### src/rtl/cn3_pkg.sv
package cn3_pkg;
  localparam int MAG_W = 3;
  localparam int NCOL  = 32;
  localparam int IDX_W = $clog2(NCOL);
  localparam int NKEEP = 3;
  localparam int POS_W = $clog2(NKEEP + 1);
  localparam logic [MAG_W-1:0] MAG_SAT = '1;

  typedef struct packed {
    logic             v;
    logic [MAG_W-1:0] mag;
    logic [IDX_W-1:0] idx;
  } entry_t;

  typedef entry_t [NKEEP-1:0] list_t;
endpackage

### src/rtl/cn3_remove.sv
// Takes the entry carrying idx_i out of a sorted list and compacts the rest
// toward position 0; the freed last slot becomes void.
module cn3_remove
  import cn3_pkg::*;
(
  input  list_t            ent_i,
  input  logic [IDX_W-1:0] idx_i,
  output list_t            ent_o
);
  logic [NKEEP-1:0] match;
  logic [POS_W-1:0] rpos;

  for (genvar k = 0; k < NKEEP; k++) begin : g_cmp
    assign match[k] = ent_i[k].v && (ent_i[k].idx == idx_i);
  end

  always_comb begin
    rpos = POS_W'(NKEEP);
    for (int k = NKEEP - 1; k >= 0; k--) begin
      if (match[k]) rpos = POS_W'(k);
    end
  end

  for (genvar k = 0; k < NKEEP; k++) begin : g_shift
    if (k < NKEEP - 1) begin : g_mid
      assign ent_o[k] = (rpos <= POS_W'(k)) ? ent_i[k+1] : ent_i[k];
    end else begin : g_last
      assign ent_o[k] = (rpos <= POS_W'(k)) ? entry_t'('0) : ent_i[k];
    end
  end
endmodule

### src/rtl/cn3_insert.sv
// Sorts a new magnitude into a compacted list. Full mode compares against all
// positions; simplified mode compares only the first NKEEP-1 and appends to
// the freed slot when a removal took place.
module cn3_insert
  import cn3_pkg::*;
(
  input  list_t            orig_i,
  input  list_t            cmp_i,
  input  logic             full_i,
  input  logic [MAG_W-1:0] mag_i,
  input  logic [IDX_W-1:0] idx_i,
  output list_t            ent_o,
  output logic             change_o
);
  logic [NKEEP-1:0] lt;
  logic [POS_W-1:0] ipos;
  logic             hit;
  entry_t           new_ent;

  // Indices in the record are unique, so compaction alters the list exactly
  // when an entry was removed.
  assign hit     = (cmp_i != orig_i);
  assign new_ent = '{v: 1'b1, mag: mag_i, idx: idx_i};

  for (genvar k = 0; k < NKEEP; k++) begin : g_lt
    assign lt[k] = !cmp_i[k].v || (mag_i < cmp_i[k].mag);
  end

  always_comb begin
    ipos = POS_W'(NKEEP);
    for (int k = NKEEP - 1; k >= 0; k--) begin
      if (lt[k] && (full_i || (k < NKEEP - 1))) ipos = POS_W'(k);
    end
    if (!full_i && hit && (ipos == POS_W'(NKEEP))) ipos = POS_W'(NKEEP - 1);
  end

  for (genvar k = 0; k < NKEEP; k++) begin : g_place
    if (k == 0) begin : g_head
      assign ent_o[k] = (ipos == POS_W'(0)) ? new_ent : cmp_i[k];
    end else begin : g_tail
      assign ent_o[k] = (ipos == POS_W'(k)) ? new_ent :
                        (ipos <  POS_W'(k)) ? cmp_i[k-1] : cmp_i[k];
    end
  end

  assign change_o = hit || (ipos != POS_W'(NKEEP));
endmodule

### src/rtl/cn3_msg.sv
// Forms a sign-magnitude check-to-variable message from a compacted list.
module cn3_msg
  import cn3_pkg::*;
(
  input  list_t            ent_i,
  input  logic             sp_i,
  input  logic             old_sign_i,
  output logic [MAG_W:0]   msg_o
);
  assign msg_o = {sp_i ^ old_sign_i, ent_i[0].v ? ent_i[0].mag : MAG_SAT};
endmodule

### src/rtl/cn3_check_node.sv
module cn3_check_node
  import cn3_pkg::*;
(
  input  logic             clk,
  input  logic             rst_n,
  input  logic             clear_i,
  input  logic             build_i,
  input  logic             simple_i,
  input  logic             valid_i,
  input  logic [IDX_W-1:0] layer_i,
  input  logic             old_sign_i,
  input  logic [MAG_W-1:0] new_mag_i,
  input  logic             new_sign_i,
  input  logic             pred_req_i,
  input  logic [IDX_W-1:0] pred_layer_i,
  input  logic             pred_old_sign_i,
  output logic             msg_valid_o,
  output logic [MAG_W:0]   msg_o,
  output logic             pred_valid_o,
  output logic [MAG_W:0]   pred_o
);
  list_t          ent_q, ent_d, cur_cmp, pred_cmp, ins_ent;
  logic           sp_q, sp_d;
  logic           ent_en, sp_en, ins_change;
  logic           layer_cyc, pred_cyc;
  logic [MAG_W:0] cur_msg, pred_msg;

  // Current layer: removal, message, insertion
  cn3_remove i_rm_cur (.ent_i(ent_q), .idx_i(layer_i), .ent_o(cur_cmp));

  cn3_msg i_msg_cur (
    .ent_i(cur_cmp), .sp_i(sp_q), .old_sign_i(old_sign_i), .msg_o(cur_msg)
  );

  cn3_insert i_ins (
    .orig_i(ent_q), .cmp_i(cur_cmp), .full_i(build_i || !simple_i),
    .mag_i(new_mag_i), .idx_i(layer_i), .ent_o(ins_ent), .change_o(ins_change)
  );

  // Look-ahead path: message for a later layer from the stale record
  cn3_remove i_rm_pred (.ent_i(ent_q), .idx_i(pred_layer_i), .ent_o(pred_cmp));

  cn3_msg i_msg_pred (
    .ent_i(pred_cmp), .sp_i(sp_q), .old_sign_i(pred_old_sign_i), .msg_o(pred_msg)
  );

  assign layer_cyc = valid_i && !build_i && !clear_i;
  assign pred_cyc  = pred_req_i && !build_i;

  // Next-state
  always_comb begin
    ent_d  = ins_ent;
    sp_d   = sp_q ^ new_sign_i ^ (old_sign_i && !build_i);
    ent_en = valid_i && ins_change;
    sp_en  = valid_i;
    if (clear_i) begin
      ent_d  = '0;
      sp_d   = 1'b0;
      ent_en = 1'b1;
      sp_en  = 1'b1;
    end
  end

  // Registers
  always_ff @(posedge clk or negedge rst_n) begin
    if (!rst_n) begin
      ent_q <= '0;
    end else if (ent_en) begin
      ent_q <= ent_d;
    end
  end

  always_ff @(posedge clk or negedge rst_n) begin
    if (!rst_n) begin
      sp_q <= 1'b0;
    end else if (sp_en) begin
      sp_q <= sp_d;
    end
  end

  always_ff @(posedge clk or negedge rst_n) begin
    if (!rst_n) begin
      msg_valid_o  <= 1'b0;
      pred_valid_o <= 1'b0;
    end else begin
      msg_valid_o  <= layer_cyc;
      pred_valid_o <= pred_cyc;
    end
  end

  always_ff @(posedge clk or negedge rst_n) begin
    if (!rst_n) begin
      msg_o <= '0;
    end else if (layer_cyc) begin
      msg_o <= cur_msg;
    end
  end

  always_ff @(posedge clk or negedge rst_n) begin
    if (!rst_n) begin
      pred_o <= '0;
    end else if (pred_cyc) begin
      pred_o <= pred_msg;
    end
  end
endmodule

### config.mk
export PLATFORM = sky130hd
export DESIGN_NAME = cn3_check_node
export DESIGN_NICKNAME = d
export VERILOG_FILES = /design/src/rtl/cn3_pkg.sv /design/src/rtl/cn3_remove.sv /design/src/rtl/cn3_insert.sv /design/src/rtl/cn3_msg.sv /design/src/rtl/cn3_check_node.sv
export SDC_FILE = /design/constraint.sdc
export NUM_CORES = 1
export LEC_CHECK = 0
export ABC_AREA = 1
export CAP_MARGIN = 10
export CORE_MARGIN = 10
export CORE_UTILIZATION = 50
export CTS_CLUSTER_SIZE = 8
export DETAILED_ROUTE_END_ITERATION = 7
export DONT_BUFFER_PORTS = 1
export GPL_TIMING_DRIVEN = 0
export PLACE_DENSITY_LB_ADDON = 0.25
export RECOVER_POWER = 50
export SLEW_MARGIN = 20
export SYNTH_ARGS = -nofsm -noshare
export SYNTH_HDL_FRONTEND = slang
export SYNTH_SLANG_ARGS = --single-unit
### constraint.sdc
create_clock -name clk -period 5.98 [get_ports clk]
set_input_delay 0.598 -clock clk [delete_from_list [all_inputs] [get_ports clk]]
set_output_delay 0.598 -clock clk [all_outputs]
set_load 0.05 [all_outputs]
Word level (Yosys, flattened, before mapping) --
Index checks and enable logic that the tools add are counted.
Cells by class: order comparisons 9, equality and inequality tests 11, bitwise gates (word level) 4, muxes and demuxes 25, reductions and logical operators 27
Operators with widths (count):
- 2-to-1 mux 9 bit | 9
- equality test 5 bit | 6
- 2-to-1 mux 27 bit | 1
- != test 27 bit | 1
- logical AND 1 bit | 14
- 2-to-1 mux 2 bit | 7
- < comparator 3 bit | 3
- zero test 1 bit | 7
- <= comparator 2 x 1 -> 1 bit, second input constant | 3
- 2-to-1 mux 1 bit | 6
- 2-to-1 mux 3 bit | 2
- logical OR 1 bit | 5
- equality test 2 bit, second input constant | 2
- bitwise XOR 1 bit | 4
- equality test 2 x 1 -> 1 bit, second input constant | 1
- <= comparator 2 bit, second input constant | 1
- zero test 2 bit | 1
- < comparator 2 x 1 -> 1 bit, second input constant | 1
- < comparator 2 bit, second input constant | 1
- != test 2 bit, second input constant | 1
Word-level totals: output and inout port bits 10, input port bits 23, bits in registers 38

Longest topological paths before layout --
Gate-level depths: netlist of the first run.
depth in word-level cells 20, depth in mapped cells 23, depth with buffers taken out 23

By module --
A second synthesis of the first run with hierarchy kept.
Second synthesis, totals: cells, all modules 671, area total of the unflattened synthesis 3983.8 um2
By module, submodules not included:
- cn3_check_node | cells an instance 174, instances 1, sequential area each 950.9 um2, area an instance 1636.6 um2
- cn3_remove | cells an instance 131, instances 2, sequential area each 0.0 um2, area an instance 576.8 um2
- cn3_insert | cells an instance 213, instances 1, sequential area each 0.0 um2, area an instance 1111.1 um2
- cn3_msg | cells an instance 11, instances 2, sequential area each 0.0 um2, area an instance 41.3 um2

Least setup slack after synthesis of the first run --
OpenSTA, ideal clock, no wires.
kind input -> register, start input port layer_i[4], end register ent_q[4] (netlist name), arrival 2626 ps, stages on the path 23, library setup time 120 ps, required time 5860 ps, setup slack 3234 ps, path buffers 1, path through inv_2 -> nand2_1 -> nand2_1 -> nor2_1 -> nand3_4 -> nand2_4 -> nor2_1 -> inv_1 -> nor2_1 -> inv_1 -> ha_1 -> nand2_1 -> inv_1 -> nand2_1 -> nand2_1 -> nand2_1 -> nand2_1 -> nand4_4 -> nand2_4 -> nand2_4 -> buf_6 -> nand3_2 -> o21ai_2
On the way: word-level cells in the longest chain between the ends 20, elaborated cells between the ends (all ways) 40, classes of those cells order compare: 6; eq/ne: 6; mux: 13; reduce/logical: 15
RTL lines:
- start: declaration | RTL line cn3_check_node.sv:10 | input logic [IDX_W-1:0] layer_i,
- equality test 5 bit | RTL line cn3_remove.sv:14 | assign match[k] = ent_i[k].v && (ent_i[k].idx == idx_i);
- logical AND 1 bit | RTL line cn3_remove.sv:14
- 2-to-1 mux 1 bit | RTL line cn3_remove.sv:20 | if (match[k]) rpos = POS_W'(k);
- 2-to-1 mux 2 bit (2 in a row) | RTL line cn3_remove.sv:20
- <= comparator 2 bit | RTL line cn3_remove.sv:28 | assign ent_o[k] = (rpos <= POS_W'(k)) ? entry_t'('0) : ent_i[k];
- 2-to-1 mux 9 bit | RTL line cn3_remove.sv:28
- < comparator 3 bit / zero test 1 bit (equally long branches) | RTL line cn3_insert.sv:26 | assign lt[k] = !cmp_i[k].v || (mag_i < cmp_i[k].mag);
- logical OR 1 bit | RTL line cn3_insert.sv:26
- (+2 left out)
- 2-to-1 mux 2 bit (2 in a row) | RTL line cn3_insert.sv:32 | if (lt[k] && (full_i || (k < NKEEP - 1))) ipos = POS_W'(k);
- equality test 2 bit | RTL line cn3_insert.sv:34 | if (!full_i && hit && (ipos == POS_W'(NKEEP))) ipos = POS_W'(NKEEP - 1);
- logical AND 1 bit | RTL line cn3_insert.sv:34
- 2-to-1 mux 2 bit | RTL line cn3_insert.sv:34
- != test 2 bit | RTL line cn3_insert.sv:46 | assign change_o = hit || (ipos != POS_W'(NKEEP));
- logical OR 1 bit | RTL line cn3_insert.sv:46
- logical AND 1 bit | RTL line cn3_check_node.sv:54 | ent_en = valid_i && ins_change;
- 2-to-1 mux 1 bit | RTL line cn3_check_node.sv:56 | if (clear_i) begin
- end signal: assignment | RTL line cn3_check_node.sv:69 | ent_q <= ent_d;
- end: declaration | RTL line cn3_check_node.sv:22 | list_t ent_q, ent_d, cur_cmp, pred_cmp, ins_ent;
Several ways; a longest one is shown, not always the timed one. A chain may end at the register's enable or synchronous reset.

Worst setup path after layout of the first run --
start register ent_q[4] (netlist name), end register ent_q[2] (netlist name)
On the way: word-level cells in the longest chain between the ends 18, elaborated cells between the ends (all ways) 34, classes of those cells order compare: 6; eq/ne: 4; mux: 11; reduce/logical: 13
RTL lines (RTL line):
- equality test 5 bit | cn3_remove.sv:14
- logical AND 1 bit | cn3_remove.sv:14
- 2-to-1 mux 2 bit | cn3_remove.sv:20
- <= comparator 2 bit | cn3_remove.sv:28
- 2-to-1 mux 9 bit | cn3_remove.sv:28
- < comparator 3 bit / zero test 1 bit (equally long branches) | cn3_insert.sv:26
- logical OR 1 bit | cn3_insert.sv:26
- logical AND 1 bit | cn3_insert.sv:32
- 2-to-1 mux 1 bit | cn3_insert.sv:32
- 2-to-1 mux 2 bit (2 in a row) | cn3_insert.sv:32
- equality test 2 bit | cn3_insert.sv:34
- logical AND 1 bit | cn3_insert.sv:34
- 2-to-1 mux 2 bit | cn3_insert.sv:34
- != test 2 bit | cn3_insert.sv:46
- logical OR 1 bit | cn3_insert.sv:46
- logical AND 1 bit | cn3_check_node.sv:54
- 2-to-1 mux 1 bit | cn3_check_node.sv:56
Several ways; a longest one is shown, not always the timed one.

==> results.md, run 1 <==
* Status: finished with violations
* Failing checks: max-capacitance violations, max-slew violations
* Syn-to-layout area delta at 8.084%
* CTS tree: yes
* DRC viols at 0
* Count of pins over their slew limit at 39
* Reg2reg start: ent_q[4]
* Final std cells w/o fill at 504
* Slowest stage delay, CP at 380 ps
* CTS Buf Count at 5
* Area occupied by multi-input gates at 1579 um^2
* Sequential fraction of the synthesis area at 33.39%
* Setup slack after layout at 2955 ps
* GR Overflow Total at 0
* WHS Path Cells at 1
* Initial antenna violation count at 0
* H-tree depth at 2
* Synthesis warning total at 0
* CTS clk-pin slew, worst paths at 80 ps
* Die Y at 95.47 um
* Setup-failing EPs final at 0
* Area of all placed cells without fillers at 3078 um^2
* Critical Path RT at 6210 ps
* Pwr dens at 253.0 nW/um^2
* Register area at 950.9 um^2
* CTS root buffer: clkbuf_8
* Post-Syn Nets at 452
* Antenna Nets Post-Route at 0
* Setup tns final at 0 ps
* Die width at 95.47 um
* DR vias at 2665
* Post-Place Cell Area at 2938 um^2
* Buffers on Ports at 0
* RSZ-0062 raised after global routing: no
* FF-to-FF setup slack at 2960 ps
* CP cell instances: inv_1, nand2_1, nand2_1, nor2_1, nand3_4, nand2_4, nor2_1, inv_1, nor2_1, inv_1, ha_1, a21oi_1, nand2_1, nand2_1, nand2_1, nand4_4, nand2_4, nor2_8, buf_6, nand2_1, o21ai_2
* Critical Path Start Type: flop
* Hold Crit Start: build_i
* Row count at 27
* Register bit count reported by yosys at 38
* Worst setup path class: reg -> reg
* Post-Syn Area at 2848 um^2
* Largest net degree at the start of global routing at 39
* R2R Path End: ent_q[2]
* Post-placement cell count at 495
* MaxCap Viol Count at 1
* Initial Util at 51.72%
* WP data arrival at 3260 ps
* CP Depth at 21
* All-Layer GR Usage at 17.46%
* Iter 0 DRT Violations at 186
* Hpwl dp at 5.649 mm
* Peak VDD IR at 0.1819 mV
* Fillers at 538
* Drt via density at 5.288
* Mapped Cells at 423
* Average size of a mapped cell at 6.732 um^2
* Fin crit period at 3025 ps
* Core area at 5507 um^2
* Gpl congestion at 0.9068
* Peak fanout along the critical path at 10
* Clock latency on the worst-skew pair at 300 ps
* Number of global-route vias before repair at 2616
* Buf/Inv on CP at 4
* Fmax at 330.6 MHz
* Hold Path Class: in -> reg
* Post-CTS Resized at 0
* Slew margin rel. at -37.82%
* Wire length per cell at 14.63 um
* Global-route wire length before repair at 12.71 mm
* Die area at 9115 um^2
* Critical path capture point type: flop
* Final critical-path share of the clock period at 50.58%
* Nets@finish at 460
* Final hold viol count at 0
* Hold Path Sink: msg_valid_o
* Worst reg-to-reg path cell count at 21
* Clock sink count at 38
* Post-synthesis cell type count at 32
* CP delay by family, top: simple AND/OR/NAND/NOR gates
* Top FF cell, synth: dfrtp_1
* Hold slack at 414.3 ps
* Setup Skew at 4.212 ps
* Worst slew pin tran at 2067 ps
* Post-Route WL at 7.375 mm
* Share of cells above drive strength 1 at 13.19%
* CP dominant cell by count: nand2_1
* Pre-CTS setup slack at 2794 ps
* Top Ports at 33
* Post-synth EDFFs at 0
* Ant diodes at 0
* CTS Buffer Depth at 2
* Initial DRT Pass Iterations at 5
* Pleak at 1.616 nW
* Async SR Flop Fraction at 100.0%
* CP max-delay cell: dfrtp_1
## stage by stage
| step | utilization (%) | power [mW] |
|---|---|---|
| 2_1_floorplan | - | 0.4689 |
| 3_3_place_gp | 53.35 | 0.4994 |
| 3_5_place_dp | 53.35 | 0.5045 |
| 4_1_cts | 56.21 | 0.7849 |
| 5_1_grt | 55.90 | 0.8226 |
| 6_report | 55.90 | 0.7787 |
## power by group
group          internal (mW)  switching, mW  total (mW)
Clock                  0.167          0.105       0.272
Combinational         0.0601          0.111       0.172
Sequential             0.280         0.0544       0.335
## cells in the final DEF (no fill, tap or decap), drive strengths merged, types with 3 or more instances in the layout
| cell | Yosys | layout |
|---|---|---|
| a211oi | 3 | 3 |
| a21oi | 14 | 14 |
| buf | 6 | 5 |
| clkbuf | 4 | 11 |
| dfrtp | 38 | 38 |
| ha | 6 | 6 |
| inv | 67 | 67 |
| nand2 | 149 | 149 |
| nand3 | 25 | 25 |
| nand4 | 6 | 6 |
| nor2 | 40 | 40 |
| o211ai | 9 | 9 |
| o21ai | 46 | 46 |
| xnor2 | 4 | 4 |
## worst reg2reg max path, cell delays in order, from the launching register on
cell and delay, ps:
dfrtp_1 380, inv_1 150, nand2_1 70, nand2_1 70, nor2_1 60, nand3_4 150, nand2_4 120, nor2_1 180
inv_1 150, nor2_1 140, inv_1 60, ha_1 280, a21oi_1 180, nand2_1 70, nand2_1 70, nand2_1 80
nand4_4 150, nand2_4 120, nor2_8 180, buf_6 180, nand2_1 90, o21ai_2 60
## cell usage after synthesis (all sizes together), types with 3 or more instances
master / number / area, um^2
a21oi: 14 / 70.07
o211ai: 9 / 67.56
nor2: 40 / 173.9
a211oi: 3 / 22.52
nand2: 149 / 591.8
inv: 67 / 254.0
buf: 6 / 48.79
dfrtp: 38 / 950.9
nand4: 6 / 52.55
clkbuf: 4 / 15.01
xnor2: 4 / 35.03
ha: 6 / 75.07
nand3: 25 / 152.7
o21ai: 46 / 290.3
## cells by family (layout without fill, tap and decap cells)
family	after synthesis	after routing	synth area share, %
xor+xnor	5	5	1.538
buf+inv	77	86	11.16
flops	38	38	33.39
simple gates	221	221	34.27
fa+ha+maj	6	6	2.636
compound gates	76	76	17.00
## per-layer routing
| layer | up-vias | track usage [%] | wire length [um] |
|---|---|---|---|
| met5 | - | 0 | 0 |
| met4 | 0 | 5.897 | 129 |
| met3 | 13 | 4.006 | 459 |
| met2 | 83 | 27.84 | 3389 |
| met1 | 1204 | 22.77 | 3397 |
| li1 | 1365 | - | - |
## layout make-up
class / instances / share of cell area (%)
inverters: 67 / 8.252
plain buffers: 10 / 2.033
multi-input cells: 308 / 51.30
repair buffers: 1 / 0.1220
well taps: 72 / 2.927
clock inverters: 3 / 2.236
clock buffers: 5 / 2.236
flip-flops and latches: 38 / 30.89
## flip-flops by register name, summed over array words and instances (netlist names)
signal / cells
ent_q: 27
sp_q: 1
msg_o: 4
pred_o: 4
pred_valid_o: 1
msg_valid_o: 1
## worst max path at each step
stage	endpoint	slack [ps]	startpoint
after global placement	ent_q[1]	2820	layer_i[3]
after global routing	ent_q[22]	2470	ent_q[4]
after CTS	ent_q[24]	2950	ent_q[4]
after floorplan	ent_q[4]	3230	layer_i[4]
final	ent_q[2]	2960	ent_q[4]
after detailed placement	ent_q[24]	2790	layer_i[3]
## what timing repair did
action / in CTS / in global routing
setup buffers: 0 / 0
hold buffers: 1 / 0
hold endpoints to repair: 38 / 0
Power figures use the tool's default switching activity.
==> inputs of run 2 (changes only) <==
==> constraint.sdc (replaced) <==
create_clock -name clk -period 2.8 [get_ports clk]
set_input_delay 0.28 -clock clk [delete_from_list [all_inputs] [get_ports clk]]
set_output_delay 0.28 -clock clk [all_outputs]
set_load 0.05 [all_outputs]
==> run 2 against run 1 <==
  * The run still ends with max-capacitance violations, max-slew violations left
  * Core utilization rose by 8.0 points
  * Routed wire length rose by 12%
  * Cell count rose by 5.0%
  * Register-to-register slack got worse by 2900 ps
  * Clock power rose by 110%
  * Hold slack got worse by 320 ps
  * Sequential share of layout area fell by 3.9 points
  * Combinational power rose to 2.7 times the previous value
  * Die area did not move
  * Non-clock buffer count rose by 25
  * Global-route usage rose by 0.11 points
==> results.md, run 2 (same netlist as run 1, synthesis figures left out) <==
* Status: finished with violations
* Failing checks: max-capacitance violations, max-slew violations
* FF-to-FF setup slack at 90 ps
* Global-route wire length before repair at 12.81 mm
* Ant diodes at 0
* Hold Path Class: in -> reg
* Critical Path Start Type: flop
* Reg2reg start: ent_q[0]
* WP data arrival at 2950 ps
* Worst reg-to-reg path cell count at 19
* Initial Util at 51.72%
* Gpl congestion at 0.9068
* Antenna Nets Post-Route at 0
* Metal2 WL at 3.946 mm
* CTS clk-pin slew, worst paths at 90 ps
* CP cell instances: inv_2, nand2_2, nand2_2, nor2_2, nand3_4, inv_4, nand2_1, o21ai_2, ha_1, a21oi_1, nand2_2, nand2_4, inv_4, nand4_4, nand2_4, nor2_8, clkbuf_16, nand3_1, nand2_1
* All-Layer GR Usage at 17.58%
* Die width at 95.47 um
* CTS Buf Count at 5
* Most flops, register: ent_q
* Setup-failing EPs final at 0
* Wl on met1 at 3.477 mm
* Top Ports at 33
* DR vias at 2845
* Drt via density at 5.378
* Final critical-path share of the clock period at 96.63%
* Initial antenna violation count at 0
* Hold Crit Start: build_i
* Buf/Inv on CP at 4
* Iter 0 DRT Violations at 154
* Die Y at 95.47 um
* CTS root buffer: clkbuf_8
* CP delay by family, top: simple AND/OR/NAND/NOR gates
* Setup tns final at 0 ps
* Peak VDD IR at 0.3966 mV
* Pre-CTS setup slack at -209.7 ps
* Post-Place Cell Area at 2938 um^2
* Wire length per cell at 15.56 um
* Initial DRT Pass Iterations at 5
* Core area at 5507 um^2
* Setup Skew at 4.801 ps
* Number of global-route vias before repair at 2639
* GR Overflow Total at 0
* Peak fanout along the critical path at 8
* RSZ-0062 raised after global routing: yes
* CP Launch Point: ent_q[0]
* Nets@finish at 485
* Final std cells w/o fill at 529
* Largest register FFs at 27
* Commonest non-fill, non-tap cell in the layout: nand2_1
* Critical Path RT at 3040 ps
* Pwr dens at 500.3 nW/um^2
* Hpwl dp at 5.649 mm
* Buffers on Ports at 0
* Worst setup path class: reg -> reg
* MaxCap Viol Count at 1
* H-tree depth at 2
* Registers with the most flip-flops: ent_q: 27 flops, msg_o: 4 flops, pred_o: 4 flops
* Syn-to-layout area delta at 23.55%
* Commonest cells after routing, fill and taps aside: nand2_1 (128), inv_1 (49), dfrtp_1 (38)
* Fin crit period at 2706 ps
* Post-placement cell count at 495
* Largest net degree at the start of global routing at 39
* Slew margin rel. at -37.61%
* Final hold viol count at 0
* Area of all placed cells without fillers at 3518 um^2
* Share of cells above drive strength 1 at 26.04%
* Worst slew pin tran at 2064 ps
* CP dominant cell by count: nand2_2
* Count of pins over their slew limit at 39
* Row count at 27
* Wire length on met3 at 643 um
* Top Metal Used: met4
* Slowest stage delay, CP at 370 ps
* Pleak at 1.790 nW
* Critical path capture point type: flop
* R2R Path End: ent_q[24]
* CTS Buffer Depth at 2
* Hold Path Sink: msg_valid_o
* Post-Route WL at 8.231 mm
* CTS tree: yes
* Die area at 9115 um^2
* DRC viols at 0
* Fmax at 369.6 MHz
* Setup slack after layout at 94.25 ps
* CP max-delay cell: dfrtp_1
* WHS Path Cells at 1
* Clock sink count at 38
* Clock latency on the worst-skew pair at 300 ps
[run 2: cell count changes in the layout (fill, tap and decap cells not counted), moves of 7 or more]
| cell | before | now |
|---|---|---|
| nand2_1 | 142 | 128 |
| inv_1 | 56 | 49 |
| buf_4 | 0 | 21 |
| nand2_2 | 4 | 16 |
[run 2: final cells by class]
class                           count  area, um^2
Fill cell                         458        1988
Multi-Input combinational cell    308        1745
Sequential cell                    38       950.9
Inverter                           67       261.5
Timing Repair Buffer               26       236.5
Buffer                             10       96.34
Tap cell                           72       90.09
Clock buffer                        5       68.82
Clock inverter                      3       68.82
[run 2: power breakdown]
part	internal (mW)	leakage [nW]	switching (mW)
registers	0.599	0.494	0.119
clock network	0.357	0.0683	0.227
logic	0.182	1.23	0.277
[run 2: worst max path at each step]
| stage | to | slack [ps] | cells after the start |
|---|---|---|---|
| after floorplan | ent_q[4] | 220 | 23 |
| after global placement | ent_q[1] | -170 | 21 |
| after detailed placement | ent_q[24] | -210 | 21 |
| after CTS | ent_q[24] | 7 | 21 |
| after global routing | ent_q[22] | -70 | 21 |
| final | ent_q[24] | 90 | 19 |
[run 2: metal layers]
metal | up-vias | track usage (%)
met5 | - | 0
met3 | 14 | 4.006
met4 | 0 | 5.405
met1 | 1287 | 23.09
met2 | 132 | 28.07
li1 | 1412 | -
[run 2: metrics by stage]
stage | util (%) | hold WS [ps] | power [mW]
floorplan | - | -15.59 | 1.002
global placement | 53.35 | -13.53 | 1.067
detailed placement | 53.35 | -13.67 | 1.078
CTS | 57.06 | 92.74 | 1.683
global route | 63.89 | 97.32 | 1.849
finish | 63.89 | 98.38 | 1.760
[run 2: timing repair]
item,4_1_cts,5_1_grt
endpoints found under the setup margin,26,27
endpoints found under the hold margin,38,0
gates resized for setup,7,60
setup buffers,4,18
hold buffers,2,0
pin swaps,2,11
gates cloned,0,2
==> inputs of run 3 (changes only) <==
--- a/config.mk
+++ b/config.mk
@@ -8,7 +8,7 @@
 export ABC_AREA = 1
 export CAP_MARGIN = 10
 export CORE_MARGIN = 10
-export CORE_UTILIZATION = 50
+export CORE_UTILIZATION = 35
 export CTS_CLUSTER_SIZE = 8
 export DETAILED_ROUTE_END_ITERATION = 7
 export DONT_BUFFER_PORTS = 1
==> run 3 against run 2 <==
  * The run still ends with max-capacitance violations, max-slew violations left
  * Power fell by 1.1%
  * Clock power is essentially flat
  * First-iteration DRC count fell by 31%
  * Maximum frequency is 1.2% higher
  * Sequential share of layout area up 0.23 points
  * Core utilization down 19 points
  * Clock skew decreased by 1.1 ps
  * Register-to-register slack better by 30 ps
  * Critical path depth rose by 4
  * Flip-flop and latch count did not move
  * Critical path type unchanged
  * Critical endpoint is now ent_q[7]
  * Largest cell class unchanged
==> results.md, run 3 (same netlist as run 1, synthesis figures left out) <==
* Worst slew pin tran at 1957 ps
* Initial DRT Pass Iterations at 4
* Clock sink count at 38
* All-Layer GR Usage at 13.49%
* Wire length per cell at 15.04 um
* Area of all placed cells without fillers at 3488 um^2
* Largest register FFs at 27
* Nets@finish at 480
* Fmax at 373.8 MHz
* Gpl congestion at 0.8860
* Hpwl dp at 6.051 mm
* Global-route wire length before repair at 13.00 mm
* Critical Path Start Type: flop
* Status: finished with violations
* Commonest non-fill, non-tap cell in the layout: nand2_1
* Post-Place Cell Area at 2975 um^2
* Hold Path Class: in -> reg
* DR vias at 2816
* Buffers on Ports at 0
* Critical path capture point type: flop
* Iter 0 DRT Violations at 107
* CTS tree: yes
* Die Y at 110.2 um
* Peak fanout along the critical path at 8
* Fillers at 802
* CTS root buffer: clkbuf_8
* Syn-to-layout area delta at 22.50%
* CTS clk-pin slew, worst paths at 90 ps
* Core area at 7807 um^2
* Pleak at 1.775 nW
* Initial Util at 36.47%
* Pre-CTS setup slack at -208.5 ps
* GR Overflow Total at 0
* Die width at 110.2 um
* Drt via density at 5.083
* H-tree depth at 2
* Row count at 32
* Ant diodes at 0
* Setup-failing EPs final at 0
* WP data arrival at 2870 ps
* Setup Skew at 3.684 ps
* Critical Path RT at 2990 ps
* Peak VDD IR at 0.2889 mV
* Most flops, register: ent_q
* Hold slack at 93.69 ps
* Slew margin rel. at -30.46%
* Post-Route WL at 8.334 mm
* Failing checks: max-capacitance violations, max-slew violations
* DRC viols at 0
* Count of pins over their slew limit at 39
* Clock latency on the worst-skew pair at 300 ps
* Initial antenna violation count at 0
* Registers with the most flip-flops: ent_q: 27 flops, msg_o: 4 flops, pred_o: 4 flops
* CTS Buf Count at 5
* Pwr dens at 498.9 nW/um^2
* Setup tns final at 0 ps
* Commonest cells after routing, fill and taps aside: nand2_1 (137), inv_1 (48), dfrtp_1 (38)
* Final critical-path share of the clock period at 95.53%
* Largest net degree at the start of global routing at 39
* Top Ports at 33
* Fin crit period at 2675 ps
* CTS Buffer Depth at 2
* Final hold viol count at 0
* Total power at 1.740 mW
* Die area at 12140 um^2
* Number of global-route vias before repair at 2679
* Worst setup path class: reg -> reg
* MaxCap Viol Count at 1
* Antenna Nets Post-Route at 0
* Setup slack after layout at 125.1 ps
* Share of cells above drive strength 1 at 22.79%
run 3: timing repair:
action | 4_1_cts | 5_1_grt
hold buffers | 2 | 0
setup buffers | 4 | 12
resized for setup | 8 | 45
cloned | 0 | 3
hold endpoints to repair | 38 | 0
pin swaps | 2 | 13
endpoints found under the setup margin | 26 | 27
run 3: worst paths after layout:
path | from | end | slack, ps | cells after the start
hold reg to reg | ent_q[20] | ent_q[20] | 480 | 2
min in group asynchronous | rst_n | sp_q | 1250 | 2
hold / removal | build_i | msg_valid_o | 90 | 1
setup / recovery | ent_q[1] | ent_q[7] | 130 | 23
setup reg to reg | ent_q[1] | ent_q[7] | 130 | 23
max in group asynchronous | rst_n | ent_q[22] | 430 | 2
run 3: power breakdown:
part	internal, mW	switching, mW
logic	0.171	0.266
clock network	0.357	0.230
registers	0.599	0.118
run 3: stage by stage:
step	std cells	utilization, %
final	554	44.68
after global routing	554	44.68
after CTS	539	40.79
after detailed placement	525	38.11
after global placement	525	38.11
after floorplan	423	-
run 3: worst max-delay path, cell delays in order (launching register included):
cell,delay [ps]
dfrtp_1,400
inv_2,90
nand2_1,50
nand2_1,80
nor2_2,50
nand3_4,160
nand2_8,100
nor2_4,150
inv_4,70
nor2_4,120
inv_2,50
ha_4,260
nand2_1,50
inv_1,60
nand2_2,70
nand2_2,50
nand2_1,60
nand2_2,70
nand4_4,100
nand2_4,140
nand2_8,100
buf_12,160
nand3_1,60
nand2_1,50
run 3: layer usage:
metal | part of all wire [%] | global-route usage [%] | routed length [um] | up-vias
li1 | - | - | - | 1405
met1 | 45 | 16.78 | 3779 | 1340
met2 | 47 | 22.65 | 3907 | 63
met3 | 6.9 | 3.889 | 576 | 8
met4 | 0.86 | 3.028 | 72 | 0
met5 | 0 | 0 | 0 | -
run 3: layout make-up:
class	instances	area (um^2)	area share, %
Timing Repair Buffer	21	219.0	6.277
Buffer	10	93.84	2.690
Sequential cell	38	950.9	27.26
Clock buffer	5	68.82	1.973
Clock inverter	3	68.82	1.973
Tap cell	102	127.6	3.659
Inverter	67	261.5	7.496
Multi-Input combinational cell	308	1698	48.67
